===== config.mk =====
export PLATFORM = sky130hd
export DESIGN_NAME = cic_top
export DESIGN_NICKNAME = d
export VERILOG_FILES = /design/src/rtl/cic_pkg.sv /design/src/rtl/cic_fsm.sv /design/src/rtl/cic_regs.sv /design/src/rtl/cic_top.sv
export SDC_FILE = /design/constraint.sdc
export NUM_CORES = 1
export LEC_CHECK = 0
export CAP_MARGIN = 10
export CORE_MARGIN = 8
export CORE_UTILIZATION = 52
export DETAILED_ROUTE_END_ITERATION = 8
export GPL_ROUTABILITY_DRIVEN = 1
export PLACE_DENSITY_LB_ADDON = 0.12
export SLEW_MARGIN = 20
export SYNTH_ARGS = -nofsm -noshare
export SYNTH_HDL_FRONTEND = slang
export SYNTH_SLANG_ARGS = --single-unit

===== constraint.sdc =====
create_clock -name clk -period 3.3 [get_ports clk]
set_input_delay 0.66 -clock clk [delete_from_list [all_inputs] [get_ports clk]]
set_output_delay 0.66 -clock clk [all_outputs]
set_load 0.02 [all_outputs]

===== src/rtl/cic_pkg.sv =====
package cic_pkg;
    typedef enum logic [1:0] {
        CS_CLEAR    = 2'd0,
        CS_PENDING  = 2'd1,
        CS_NOTIFIED = 2'd2
    } cstate_e;

    localparam int SEL_STS   = 0;
    localparam int SEL_CTL   = 1;
    localparam int SEL_DATA  = 2;
    localparam int SEL_ADDR  = 3;
    localparam int SEL_UADDR = 4;
endpackage


===== src/rtl/cic_fsm.sv =====
module cic_fsm
    import cic_pkg::*;
(
    input  logic clk,
    input  logic rst,
    input  logic cmpl,
    input  logic ack_wr,
    input  logic ctl_wr,
    input  logic ctl_mask_bit,
    output logic wc,
    output logic pend,
    output logic mask,
    output logic irq
);
    cstate_e state_q, state_d;
    logic    mask_q, mask_d;
    logic    fire_d;
    logic    irq_q;

    // Writes are applied first, then the completion sees the result.
    always_comb begin
        state_d = state_q;
        mask_d  = mask_q;
        fire_d  = 1'b0;
        if (ack_wr) begin
            state_d = CS_CLEAR;                 // T_ACK
        end
        if (ctl_wr) begin
            mask_d = ctl_mask_bit;
            if (!mask_d && state_d == CS_PENDING) begin
                state_d = CS_NOTIFIED;          // T_RELEASE
                fire_d  = 1'b1;
            end
        end
        if (cmpl) begin
            unique case (state_d)
                CS_CLEAR: begin
                    if (mask_d) begin
                        state_d = CS_PENDING;   // T_HOLD
                    end else begin
                        state_d = CS_NOTIFIED;  // T_LIVE
                        fire_d  = 1'b1;
                    end
                end
                CS_PENDING, CS_NOTIFIED: begin
                    state_d = state_d;          // earlier completion unserviced
                end
                default: state_d = CS_CLEAR;
            endcase
        end
    end

    always_ff @(posedge clk) begin
        if (rst) begin
            state_q <= CS_CLEAR;
        end else begin
            state_q <= state_d;
        end
    end

    always_ff @(posedge clk) begin
        if (rst) begin
            mask_q <= 1'b1;
            irq_q  <= 1'b0;
        end else begin
            mask_q <= mask_d;
            irq_q  <= fire_d;
        end
    end

    assign wc   = (state_q != CS_CLEAR);
    assign pend = (state_q == CS_PENDING);
    assign mask = mask_q;
    assign irq  = irq_q;
endmodule


===== src/rtl/cic_regs.sv =====
module cic_regs
    import cic_pkg::*;
#(
    parameter int DW       = 32,
    parameter int SW       = 3,
    parameter int ADDR_LSB = 2
) (
    input  logic          clk,
    input  logic          rst,
    input  logic          wr_en,
    input  logic [SW-1:0] wr_sel,
    input  logic [DW-1:0] wr_data,
    input  logic [SW-1:0] rd_sel,
    input  logic          wc,
    input  logic          pend,
    input  logic          mask,
    output logic [DW-1:0] rd_data
);
    logic [DW-1:0]        data_q;
    logic [DW-1:ADDR_LSB] addr_q;

    always_ff @(posedge clk) begin
        if (rst) begin
            data_q <= '0;
            addr_q <= '0;
        end else if (wr_en) begin
            if (wr_sel == SW'(SEL_DATA)) data_q <= wr_data;
            if (wr_sel == SW'(SEL_ADDR)) addr_q <= wr_data[DW-1:ADDR_LSB];
        end
    end

    always_comb begin
        rd_data = '0;
        case (rd_sel)
            SW'(SEL_STS):  rd_data[0] = wc;
            SW'(SEL_CTL):  begin
                rd_data[DW-1] = mask;
                rd_data[DW-2] = pend;
            end
            SW'(SEL_DATA): rd_data = data_q;
            SW'(SEL_ADDR): rd_data[DW-1:ADDR_LSB] = addr_q;
            default:       rd_data = '0;   // upper address and unused codes
        endcase
    end
endmodule


===== src/rtl/cic_top.sv =====
module cic_top
    import cic_pkg::*;
#(
    parameter int DW       = 32,
    parameter int SW       = 3,
    parameter int ADDR_LSB = 2
) (
    input  logic          clk,
    input  logic          rst,
    input  logic          cmpl_i,
    input  logic          wr_en_i,
    input  logic [SW-1:0] wr_sel_i,
    input  logic [DW-1:0] wr_data_i,
    input  logic [SW-1:0] rd_sel_i,
    output logic [DW-1:0] rd_data_o,
    output logic          irq_o
);
    localparam int MASK_BIT = DW - 1;

    logic ack_wr, ctl_wr;
    logic wc_bit, pend_bit, mask_bit;

    assign ack_wr = wr_en_i && (wr_sel_i == SW'(SEL_STS)) && wr_data_i[0];
    assign ctl_wr = wr_en_i && (wr_sel_i == SW'(SEL_CTL));

    cic_fsm u_fsm (
        .clk          (clk),
        .rst          (rst),
        .cmpl         (cmpl_i),
        .ack_wr       (ack_wr),
        .ctl_wr       (ctl_wr),
        .ctl_mask_bit (wr_data_i[MASK_BIT]),
        .wc           (wc_bit),
        .pend         (pend_bit),
        .mask         (mask_bit),
        .irq          (irq_o)
    );

    cic_regs #(.DW(DW), .SW(SW), .ADDR_LSB(ADDR_LSB)) u_regs (
        .clk     (clk),
        .rst     (rst),
        .wr_en   (wr_en_i),
        .wr_sel  (wr_sel_i),
        .wr_data (wr_data_i),
        .rd_sel  (rd_sel_i),
        .wc      (wc_bit),
        .pend    (pend_bit),
        .mask    (mask_bit),
        .rd_data (rd_data_o)
    );
endmodule


Yosys cells after proc, flatten, opt, wreduce, memory -nomap -nowiden
Index checks and enable logic that the tools add are counted.
- register bits: 66
- output and inout port bits: 33
- logic and storage cells: 43
- equality and inequality tests: 10
- multiplexer cells: 16
- reduce and logical (&&, ||, !) cells: 12
- operator list (kind ; count):
    case mux 28 bit (2 select lines) ; 1
    equality test 3 x 2 -> 1 bit (second input constant) ; 4
    2-to-1 mux 2 bit ; 5
    2-to-1 mux 1 bit ; 7
    equality test 2 x 1 -> 1 bit (second input constant) ; 3
    equality test 3 x 1 -> 1 bit (second input constant) ; 2
    logical NOT 3 bit ; 2
    case mux 2 bit (3 select lines) ; 1
    logical AND 1 bit ; 4
    case mux 2 bit (2 select lines) ; 1
    AND reduction 2 bit ; 2
    equality test 2 bit (second input constant) ; 1
    logical NOT 2 bit ; 1
    case mux 1 bit (2 select lines) ; 1
    nonzero test 2 bit ; 1
    OR reduction 2 bit ; 1
    logical NOT 1 bit ; 1

Logic depth before layout (Yosys ltp)
- depth after elaboration: 12
- depth in mapped cells: 6
- gate-level depth less buffers: 4

Modules after synthesis
A second synthesis with hierarchy kept.
- cells, all modules: 312
- area total of the unflattened synthesis: 3238.1 sq um
- by module, submodules not included (module ; cells an instance ; seq. area each (sq um) ; area an instance (sq um) ; times used):
    cic_regs ; 285 ; 1241.2 ; 2981.6 ; 1
    cic_fsm ; 24 ; 80.1 ; 206.4 ; 1
    cic_top ; 3 ; 0.0 ; 50.0 ; 1

Least setup slack after synthesis
No wires, ideal clock.
- path kind: input-to-output
- start: input port rd_sel_i[1]
- end: output port rd_data_o[10]
- data required time: 2.640 ns
- path buffers: 3
- cell stages on the path: 5
- data arrival time: 1.634 ns
- setup slack: 1.006 ns
- cell sequence: clkbuf_2 -> nor3b_2 -> buf_2 -> buf_2 -> a22o_1
- word-level cells in the longest chain between the ends: 2
- elaborated cells on any way between the ends: 3
- classes of those cells: 2 x eq/ne; 1 x mux
- ends and longest elaborated chain (what ; RTL line ; source):
    start, declared ; cic_top.sv:14 ; input logic [SW-1:0] rd_sel_i,
    equality test 3 x 2 -> 1 bit ; cic_regs.sv:34 ; case (rd_sel)
    case mux 28 bit (2 select lines) * ; cic_regs.sv:34 ;
    end, declared ; cic_top.sv:15 ; output logic [DW-1:0] rd_data_o,
Every way passes the cells marked *; elsewhere a longest branch is shown, timed or not.

Worst setup path in the final report
- start: input port rd_sel_i[0]
- end: output port rd_data_o[23]
The elaborated chain is that of the path after synthesis.

==> results.md <==
- Synth Net Count: 393
- Minimum clock period: 3.20 ns
- Root buf cell: clkbuf_8
- Hold Path Class: reg -> reg
- Clk_lat worst skew: 0.33 ns
- Setup violations, final: 0
- Worst vdd ir: 0.319 mV
- I/O pin total: 75
- Initial antenna violation count: 0
- WL per Instance: 14.8 um
- Multi-input logic area: 1360 um^2
- First-pass GRT wire length: 11700 um
- Pwr dens: 423 nW/um^2
- Post-route ant nets: 0
- Category of the critical setup timing path: in -> out
- Post-CTS Hold Buffers: 0
- Yosys warns: 0
- Endpoint class of the critical path: output pin
- Crit path cell chain: clkdlybuf4s50_1 -> nand2_1 -> nor2_2 -> buf_4 -> a22o_1 -> clkdlybuf4s50_1
- Worst hold slack: 0.455 ns
- Die Y: 89.3 um
- Row Count: 26
- Crit-path most repeated cell: clkdlybuf4s50_1
- Mapped Cells: 351
- Arrival time of the worst setup path: 2.54 ns
- CP top delay family: buffers and inverters
- TritonCTS clock tree: built
- Post-synth EDFFs: 0
- RSZ-0062 raised after global routing: no
- Delay of the slowest cell on the worst path: 0.62 ns
- Drt first pass iters: 4
- Iter 0 DRT Violations: 161
- Synth cell types: 36
- RD Place Congestion: 0.799
- Buffers on Ports: 74
- Vias: 2607
- Chip width: 89.3 um
- Detailed placer's ending HPWL: 4830 um
- Clock skew: 0.000300 ns
- Critical Path Fanout Max: 14
- # diodes: 0
- Max Fclk: 0.312 GHz
- Run status: completed
- H-tree Lvls: 3
- Clk sinks: 66
- Bufs and invs on worst path: 3
- Via/cell ratio: 5.30
- Critical path's slowest cell: clkdlybuf4s50_1
- Fin nets: 461
- DRT met1 WL: 3070 um
- Sequential Area: 1320 um^2
- Synth-to-Final Area Change: 34.5%
- GR Overflow Total: 0
- Die ar.: 7970 um^2
- Largest net degree at the start of global routing: 41
- TritonCTS Buffers: 9
- CTS clk-pin slew, worst paths: 0.07 ns
- Fill cell count: 447
- Number of synthesized register bits: 66
- DR top layer: met4
- Final Cycle Share: 97.0%
- Initial Utilization: 54.4%
- Fraction of layout cells with a size suffix above 1: 9.00%
- Metal2 WL: 3550 um
- Final hold vios: 0
- Most frequent cells in the layout: 127 x nand2_1, 73 x clkdlybuf4s50_1, 66 x a21oi_1, 66 x dfxtp_1, 28 x a22o_1
- Avg Synthesized Cell Area: 7.96 um^2
- Post-synth top flop: dfxtp_1
- Inst Count DP: 478
- Core area: 5140 um^2
- Ys async rst share: 0%
- Worst setup SP type: input port
- Mapped cell area: 2790 um^2
- GR Util All Layers: 18.8%
- Leading cell type in the layout, fill and taps excluded: nand2_1
- Layout Cells excl Fill: 492
- Postcts setup bufs: 0
- Rel. slew slack: 52.6%
- Post-cts repair resize count: 0
- Slew at the pin with the worst max-slew slack: 0.711 ns
- Clock Path Buffers: 2
- Worst path required time: 2.64 ns
- Post-route DRC: 0
- Final wirelength: 7270 um
- Final Max Tran Viols: 0
- Sequential share of the synthesized area: 47.3%
- Max-cap violations: 0
- Setup TNS: 0 ns
- Vias in the first global route: 2598
- Leak Pwr: 1.29 nW
- Metal3 WL: 539 um
==> flip-flops by register name (all words and copies together) (netlist names) <==
| name | cells |
|---|---|
| u_regs.addr_q | 30 |
| u_fsm.state_q | 2 |
| u_fsm.mask | 1 |
| u_regs.data_q | 32 |
| u_fsm.irq | 1 |
==> tightest hold or removal path, cell delays in order, from the launching register on <==
cell and delay (ns):
dfxtp_1 0.31, nand2_1 0.05, a21oi_1 0.05
==> layout make-up <==
type	count	area share, %
well taps	70	2.33
repair buffers	83	21.7
clock buffers	12	4.39
multi-input cells	259	36.1
flip-flops and latches	66	35.2
clock inverters	2	0.333
==> routing by layer <==
layer	global-route usage (%)	up-vias
li1	-	1325
met1	21.0	1187
met2	32.6	85
met3	6.34	10
met4	5.89	0
met5	0	-
==> power by group <==
part / total (W) / internal [W] / switching [W]
Combinational: 0.000159 / 0.0000804 / 0.0000783
Sequential: 0.000825 / 0.000814 / 0.0000105
Clock: 0.000607 / 0.000325 / 0.000282
==> metrics by stage <==
stage	setup slack (ns)	util (%)	cell area [um^2]	power [W]
3_5_place_dp	0.0960	69.7	3580	0.00100
5_1_grt	0.0322	73.1	3760	0.00166
4_1_cts	0.0964	73.1	3760	0.00161
3_3_place_gp	0.121	69.7	3580	0.000998
2_1_floorplan	1.01	-	2790	0.000912
6_report	0.0996	73.1	3760	0.00159
==> worst paths after layout <==
check                    start                end  slack [ns]  cells past startpoint
min          u_regs.addr_q[10]  u_regs.addr_q[10]        0.45                      2
max reg2reg   u_fsm.state_q[0]   u_fsm.state_q[0]        2.19                      3
min reg2reg  u_regs.addr_q[10]  u_regs.addr_q[10]        0.45                      2
max                rd_sel_i[0]      rd_data_o[23]         0.1                      6
==> kinds of logic after synthesis <==
group                  share of synthesized area (%)
DFF                                             47.3
and+or+nand+nor                                 24.5
buffers and inverters                           4.39
muxes                                           1.16
AOI/OAI and AO/OA                               22.7
==> cells in the mapped netlist (2+ instances only) <==
library cell  number  area [um^2]
mux2_2             2         22.5
nand3_1            2         10.0
a21oi_1           66          330
nor3b_1            3         22.5
a22o_1            28          245
nor2_1             6         22.5
dfxtp_1           66         1320
buf_2             11         55.1
clkbuf_1          13         48.8
nor3b_2            2         25.0
nand2_1          127          477
Power figures use the tool's default switching activity.
